[config.mk]
export PLATFORM = sky130hd
export DESIGN_NAME = pedestal_trim
export DESIGN_NICKNAME = d
export VERILOG_FILES = /design/src/rtl/pedtrim_pkg.sv /design/src/rtl/pedtrim_accum.sv /design/src/rtl/pedtrim_srcsel.sv /design/src/rtl/pedtrim_sub.sv /design/src/rtl/pedestal_trim.sv
export SDC_FILE = /design/constraint.sdc
export NUM_CORES = 1
export LEC_CHECK = 0
export BUFFER_PORTS_ARGS = -buffer_cell sky130_fd_sc_hd__buf_2
export CORE_MARGIN = 4
export CORE_UTILIZATION = 52
export DETAILED_ROUTE_END_ITERATION = 6
export GPL_TIMING_DRIVEN = 0
export PLACE_DENSITY_LB_ADDON = 0.15
export SLEW_MARGIN = 20
export SYNTH_ARGS = -nofsm -noshare
export SYNTH_HDL_FRONTEND = slang
export SYNTH_SLANG_ARGS = --single-unit
[constraint.sdc]
create_clock -name clk -period 2.8 [get_ports clk]
set_clock_uncertainty 0.1 [all_clocks]
set_input_delay 0.28 -clock clk [delete_from_list [all_inputs] [get_ports clk]]
set_output_delay 0.28 -clock clk [all_outputs]
set_load 0.05 [all_outputs]
[src/rtl/pedtrim_pkg.sv]
package pedtrim_pkg;

   typedef enum logic {
      CAL_IDLE = 1'b0,
      CAL_RUN  = 1'b1
   } cal_state_e;

endpackage

[src/rtl/pedtrim_accum.sv]
module pedtrim_accum
   import pedtrim_pkg::*;
#(
   parameter int DATA_W   = 12,
   parameter int CAL_LOG2 = 10
) (
   input  logic              clk,
   input  logic              rst_n,
   input  logic              start,
   input  logic              smp_valid,
   input  logic [DATA_W-1:0] smp_data,
   output logic              busy,
   output logic              done,
   output logic [DATA_W-1:0] ped_auto
);

   localparam int SUM_W = DATA_W + CAL_LOG2;
   localparam logic [CAL_LOG2-1:0] CNT_LAST = '1;

   cal_state_e          state_q;
   logic [SUM_W-1:0]    sum_q;
   logic [SUM_W-1:0]    sum_nx;
   logic [CAL_LOG2-1:0] cnt_q;

   assign sum_nx = sum_q + SUM_W'(smp_data);

   always_ff @(posedge clk) begin
      if (!rst_n) begin
         state_q  <= CAL_IDLE;
         sum_q    <= '0;
         cnt_q    <= '0;
         done     <= 1'b0;
         ped_auto <= '0;
      end else begin
         case (state_q)
            CAL_IDLE: begin
               if (start) begin
                  state_q <= CAL_RUN;
                  sum_q   <= '0;
                  cnt_q   <= '0;
                  done    <= 1'b0;
               end
            end
            CAL_RUN: begin
               if (smp_valid) begin
                  sum_q <= sum_nx;
                  cnt_q <= cnt_q + 1'b1;
                  if (cnt_q == CNT_LAST) begin
                     state_q  <= CAL_IDLE;
                     done     <= 1'b1;
                     ped_auto <= sum_nx[SUM_W-1:CAL_LOG2];
                  end
               end
            end
            default: state_q <= CAL_IDLE;
         endcase
      end
   end

   assign busy = (state_q == CAL_RUN);

endmodule

[src/rtl/pedtrim_srcsel.sv]
module pedtrim_srcsel #(
   parameter int DATA_W = 12
) (
   input  logic              use_manual,
   input  logic              sub_enable,
   input  logic [DATA_W-1:0] manual_ped,
   input  logic [DATA_W-1:0] ped_auto,
   output logic [DATA_W-1:0] ped_eff
);

   always_comb begin
      if (!sub_enable)
         ped_eff = '0;
      else if (use_manual)
         ped_eff = manual_ped;
      else
         ped_eff = ped_auto;
   end

endmodule

[src/rtl/pedtrim_sub.sv]
module pedtrim_sub #(
   parameter int DATA_W  = 12,
   parameter int CHAN_W  = 7,
   parameter int LATENCY = 2
) (
   input  logic              clk,
   input  logic              rst_n,
   input  logic              in_valid,
   input  logic [CHAN_W-1:0] in_chan,
   input  logic [DATA_W-1:0] in_data,
   input  logic [DATA_W-1:0] ped_eff,
   output logic              out_valid,
   output logic [CHAN_W-1:0] out_chan,
   output logic [DATA_W-1:0] out_data
);

   logic [DATA_W:0]   diff;
   logic [DATA_W-1:0] clamped;

   assign diff    = {1'b0, in_data} - {1'b0, ped_eff};
   assign clamped = diff[DATA_W] ? '0 : diff[DATA_W-1:0];

   logic              v_q [LATENCY];
   logic [CHAN_W-1:0] c_q [LATENCY];
   logic [DATA_W-1:0] d_q [LATENCY];

   for (genvar s = 0; s < LATENCY; s++) begin : g_stage
      logic              vin;
      logic [CHAN_W-1:0] cin;
      logic [DATA_W-1:0] din;
      if (s == 0) begin : g_head
         assign vin = in_valid;
         assign cin = in_chan;
         assign din = clamped;
      end else begin : g_tail
         assign vin = v_q[s-1];
         assign cin = c_q[s-1];
         assign din = d_q[s-1];
      end
      always_ff @(posedge clk) begin
         if (!rst_n) begin
            v_q[s] <= 1'b0;
            c_q[s] <= '0;
            d_q[s] <= '0;
         end else begin
            v_q[s] <= vin;
            if (vin) begin
               c_q[s] <= cin;
               d_q[s] <= din;
            end
         end
      end
   end

   assign out_valid = v_q[LATENCY-1];
   assign out_chan  = c_q[LATENCY-1];
   assign out_data  = d_q[LATENCY-1];

endmodule

[src/rtl/pedestal_trim.sv]
module pedestal_trim #(
   parameter int DATA_W   = 12,
   parameter int CHAN_W   = 7,
   parameter int CAL_LOG2 = 10,
   parameter int LATENCY  = 2
) (
   input  logic              clk,
   input  logic              rst_n,
   input  logic              in_valid,
   input  logic [CHAN_W-1:0] in_chan,
   input  logic [DATA_W-1:0] in_data,
   input  logic              cal_start,
   input  logic              use_manual,
   input  logic [DATA_W-1:0] manual_ped,
   input  logic              sub_enable,
   output logic              out_valid,
   output logic [CHAN_W-1:0] out_chan,
   output logic [DATA_W-1:0] out_data,
   output logic              cal_busy,
   output logic              cal_done
);

   if (DATA_W < 2 || DATA_W > 32) begin : g_bad_data_w
      $error("pedestal_trim: DATA_W out of range");
   end
   if (CHAN_W < 1) begin : g_bad_chan_w
      $error("pedestal_trim: CHAN_W must be at least 1");
   end
   if (CAL_LOG2 < 1 || CAL_LOG2 > 24) begin : g_bad_cal
      $error("pedestal_trim: CAL_LOG2 out of range");
   end
   if (LATENCY < 1 || LATENCY > 8) begin : g_bad_lat
      $error("pedestal_trim: LATENCY out of range");
   end

   logic [DATA_W-1:0] ped_auto;
   logic [DATA_W-1:0] ped_eff;

   pedtrim_accum #(
      .DATA_W  (DATA_W),
      .CAL_LOG2(CAL_LOG2)
   ) u_accum (
      .clk      (clk),
      .rst_n    (rst_n),
      .start    (cal_start),
      .smp_valid(in_valid),
      .smp_data (in_data),
      .busy     (cal_busy),
      .done     (cal_done),
      .ped_auto (ped_auto)
   );

   pedtrim_srcsel #(
      .DATA_W(DATA_W)
   ) u_srcsel (
      .use_manual(use_manual),
      .sub_enable(sub_enable),
      .manual_ped(manual_ped),
      .ped_auto  (ped_auto),
      .ped_eff   (ped_eff)
   );

   pedtrim_sub #(
      .DATA_W (DATA_W),
      .CHAN_W (CHAN_W),
      .LATENCY(LATENCY)
   ) u_sub (
      .clk      (clk),
      .rst_n    (rst_n),
      .in_valid (in_valid),
      .in_chan  (in_chan),
      .in_data  (in_data),
      .ped_eff  (ped_eff),
      .out_valid(out_valid),
      .out_chan (out_chan),
      .out_data (out_data)
   );

endmodule

==> impl_metrics.sql <==
INSERT INTO impl_metrics (metric_group, metric, value, unit) VALUES
('outcome', 'outcome', 'complete, no violations', ''),
('floorplanning', 'floorplan.initialDensity', '0.530', ''),
('sta', 'report.final.hold_viol_count', '0', ''),
('yosys', 'synth_enable_flop_cells', '38', ''),
('sta', 'hold_slack', '0.0818', 'ns'),
('cells_and_area', 'final-seq-area', '2100', 'um2'),
('job', 'drv_cap', '0', ''),
('global_routing', 'first_pass_grt_wire_length', '15.4', 'mm'),
('placement', 'dpl.hpwl', '7.53', 'mm'),
('cells_and_area', 'final-instance-count-excl-fill', '663', ''),
('sta', 'actual_transition_at_the_worst_max_transition_pin', '0.840', 'ns'),
('placement', 'portBuffers', '58', ''),
('global_routing', 'grt_antenna_before_repair', '0', ''),
('cells_and_area', 'drive_above_1_share', '0.214', ''),
('floorplanning', 'die_area', '10400', 'um2'),
('routing', 'route.vias.total', '3671', ''),
('yosys', 'yosys_warnings', '0', ''),
('cells_and_area', 'post-route-cell-area', '5250', 'um2'),
('critical_path', 'timing.critical_path.cells', 'mux2_2, nand2_1, inv_1, fa_2, nor2b_4, o31ai_2, a31oi_1, a21oi_2, a211o_1, buf_4, a211oi_1', ''),
('sta', 'final_min_period_over_clock_period', '0.944', ''),
('floorplanning', 'design.portCount', '59', ''),
('floorplanning', 'dieHeight', '102', 'um'),
('placement', 'placedInstanceArea', '5030', 'um2'),
('cts', 'cts_root_buffer', 'sky130_fd_sc_hd__clkbuf_8', ''),
('cells_and_area', 'num-nets-final', '614', ''),
('cts', 'cts-root-to-sink-buffers', '2', ''),
('routing', 'drt-pass1-iter-count', '4', ''),
('cts', 'maximum_level_of_the_cts_h_tree', '3', ''),
('routing', 'antenna_violating_nets_post_route', '0', ''),
('cts', 'clkSlewWorstSetupHoldPaths', '0.09', 'ns'),
('routing', 'wl_per_cell', '14.6', 'um'),
('yosys', 'syn_nets', '543', ''),
('sta', 'report.final.setup_viol', '0', ''),
('floorplanning', 'die_width', '102', 'um'),
('cells_and_area', 'multi_input_comb_area', '2390', 'um2'),
('yosys', 'syn-cell-area', '4600', 'um2'),
('routing', 'drc_violation_total_after_the_first_tritonroute_iteration', '100', ''),
('yosys', 'post_synth_arst_share', '0', ''),
('yosys', 'synth_flop_cell', 'sky130_fd_sc_hd__dfxtp_1', ''),
('critical_path', 'cp_endpoint_kind', 'flop', ''),
('global_routing', 'grt_pass1_vias', '3440', ''),
('power', 'p_total', '2.56', 'mW'),
('floorplanning', 'fp.coreArea', '8680', 'um2'),
('cts', 'cts_inserted_buffers', '9', ''),
('routing', 'drt_drc_violations_left', '0', ''),
('yosys', 'synth_seq_cells', '86', ''),
('cts', 'cts.sink_count', '86', ''),
('critical_path', 'worst_path_dominant_cell_family', 'compound AO/OA/AOI/OAI gates', ''),
('routing', 'drt_wl_total', '9.70', 'mm'),
('power', 'p_per_area', '487', 'nW/um2'),
('floorplanning', 'core.rowCount', '34', ''),
('placement', 'gp_congestion', '0.866', ''),
('cells_and_area', 'area_added_between_synthesis_and_finish', '14.0', '%'),
('critical_path', 'slowest_delay', '0.39', 'ns'),
('yosys', 'yosysUniqueCellTypes', '54', ''),
('sta', 'final_critical_path_setup_slack', '0.156', 'ns'),
('sta', 'fin_tns_setup', '0', 'ns'),
('routing', 'routed_via_density', '5.54', ''),
('cts', 'cts_tree', 'done', ''),
('sta', 'maxClockFrequency', '0.378', 'GHz'),
('power', 'vdd_ir_drop_max', '0.000306', 'V'),
('cts', 'clk-insertion-delay-late', '0.35', 'ns'),
('sta', 'worst_slew_margin_rel', '0.440', ''),
('worst_hold_path', 'min_path_type', 'in2reg', ''),
('global_routing', 'maximum_number_of_pins_on_one_net_before_global_route_repair', '20', ''),
('cells_and_area', 'final_util', '0.605', ''),
('power', 'leakage', '2.18', 'nW'),
('yosys', 'synth_sequential_area_ratio', '0.457', ''),
('critical_path', 'critical_path_peak_fanout', '10', ''),
('placement', 'dpl_worst_slack', '-0.472', 'ns'),
('critical_path', 'start_kind', 'flop', '');
## worst reg2reg max path, stage by stage (launching register included)
cell,delay (ns)
sky130_fd_sc_hd__dfxtp_1,0.32
sky130_fd_sc_hd__mux2_2,0.26
sky130_fd_sc_hd__nand2_1,0.12
sky130_fd_sc_hd__inv_1,0.07
sky130_fd_sc_hd__fa_2,0.39
sky130_fd_sc_hd__nor2b_4,0.15
sky130_fd_sc_hd__o31ai_2,0.09
sky130_fd_sc_hd__a31oi_1,0.23
sky130_fd_sc_hd__a21oi_2,0.11
sky130_fd_sc_hd__a211o_1,0.30
sky130_fd_sc_hd__buf_4,0.18
sky130_fd_sc_hd__a211oi_1,0.16
## final cells by class
class	count	area share
Inverter	14	0.0100
Timing Repair Buffer	60	0.0582
Clock inverter	6	0.00739
Tap cell	108	0.0258
Clock buffer	10	0.0243
Multi-Input combinational cell	356	0.455
Buffer	23	0.0186
Sequential cell	86	0.401
## routing by layer
metal | global-route usage | part of all wire | vias to the layer above
met1 | 0.230 | 0.44 | 1711
met2 | 0.337 | 0.51 | 71
met3 | 0.0259 | 0.037 | 16
met4 | 0.0787 | 0.021 | 0
met5 | 0 | 0 | -
li1 | - | - | 1873
## kinds of logic after synthesis
kind of cell    synth area share
mux                       0.0337
flops                      0.457
fa+ha+maj                 0.0767
simple gates               0.201
buf+inv                   0.0315
compound gates             0.153
xor+xnor                  0.0476
## layout by cell type (no fill, tap or decap), types with 5 or more instances in the layout
| cell type | Yosys | routed |
|---|---|---|
| sky130_fd_sc_hd__inv_1 | 14 | 14 |
| sky130_fd_sc_hd__nand3_1 | 10 | 10 |
| sky130_fd_sc_hd__or2_2 | 6 | 6 |
| sky130_fd_sc_hd__a22oi_1 | 6 | 6 |
| sky130_fd_sc_hd__mux2_2 | 12 | 12 |
| sky130_fd_sc_hd__clkbuf_1 | 15 | 15 |
| sky130_fd_sc_hd__and3_1 | 31 | 31 |
| sky130_fd_sc_hd__buf_2 | 5 | 64 |
| sky130_fd_sc_hd__dfxtp_1 | 48 | 48 |
| sky130_fd_sc_hd__nor2b_1 | 6 | 5 |
| sky130_fd_sc_hd__o21ai_0 | 25 | 25 |
| sky130_fd_sc_hd__ha_1 | 25 | 25 |
| sky130_fd_sc_hd__nand2_1 | 47 | 47 |
| sky130_fd_sc_hd__clkbuf_8 | 0 | 9 |
| sky130_fd_sc_hd__nor2_1 | 41 | 41 |
| sky130_fd_sc_hd__nor3_1 | 7 | 6 |
| sky130_fd_sc_hd__a211oi_1 | 14 | 14 |
| sky130_fd_sc_hd__xor2_1 | 9 | 9 |
| sky130_fd_sc_hd__edfxtp_1 | 38 | 38 |
| sky130_fd_sc_hd__a31oi_1 | 7 | 7 |
| sky130_fd_sc_hd__a21oi_1 | 29 | 28 |
| sky130_fd_sc_hd__xnor2_1 | 16 | 16 |
| sky130_fd_sc_hd__nand2b_1 | 10 | 10 |
## power breakdown
group / switching [mW] / internal (mW) / total, mW
Clock: 0.439 / 0.319 / 0.758
Combinational: 0.268 / 0.156 / 0.424
Sequential: 0.0142 / 1.36 / 1.38
Total: 0.721 / 1.84 / 2.56
## cells in the mapped netlist (12+ instances only)
| cell type | count | area [um2] |
|---|---|---|
| sky130_fd_sc_hd__a211oi_1 | 14 | 105 |
| sky130_fd_sc_hd__nor2_1 | 41 | 154 |
| sky130_fd_sc_hd__dfxtp_1 | 48 | 961 |
| sky130_fd_sc_hd__and3_1 | 31 | 194 |
| sky130_fd_sc_hd__clkbuf_1 | 15 | 56.3 |
| sky130_fd_sc_hd__edfxtp_1 | 38 | 1140 |
| sky130_fd_sc_hd__o21ai_0 | 25 | 125 |
| sky130_fd_sc_hd__mux2_2 | 12 | 135 |
| sky130_fd_sc_hd__xnor2_1 | 16 | 140 |
| sky130_fd_sc_hd__a21oi_1 | 29 | 145 |
| sky130_fd_sc_hd__ha_1 | 25 | 313 |
| sky130_fd_sc_hd__inv_1 | 14 | 52.6 |
| sky130_fd_sc_hd__nand2_1 | 47 | 176 |
## final timing paths
path	from	end	slack [ns]	depth (start not counted)
max	u_accum.ped_auto[1]	u_sub.d_q[0][3]	0.16	11
min	cal_start	u_accum.busy	0.08	3
max reg2reg	u_accum.ped_auto[1]	u_sub.d_q[0][3]	0.16	11
min reg2reg	u_accum.sum_q[9]	u_accum.sum_q[9]	0.37	2
## sequential cells by signal, summed over array words and instances (netlist names)
| signal | flops |
|---|---|
| u_accum.sum_q | 22 |
| u_sub.v_q | 2 |
| u_accum.done | 1 |
| u_sub.c_q | 14 |
| u_accum.busy | 1 |
| u_accum.ped_auto | 12 |
| u_accum.cnt_q | 10 |
| u_sub.d_q | 24 |
## timing repair
item	CTS	global route
setup buffers	1	1
gates resized for setup	2	10
hold endpoints to repair	0	0
hold buffers	0	0
setup endpoints to repair	10	13
pin swaps	1	2
No activity file was read; power rests on OpenSTA's default activity.
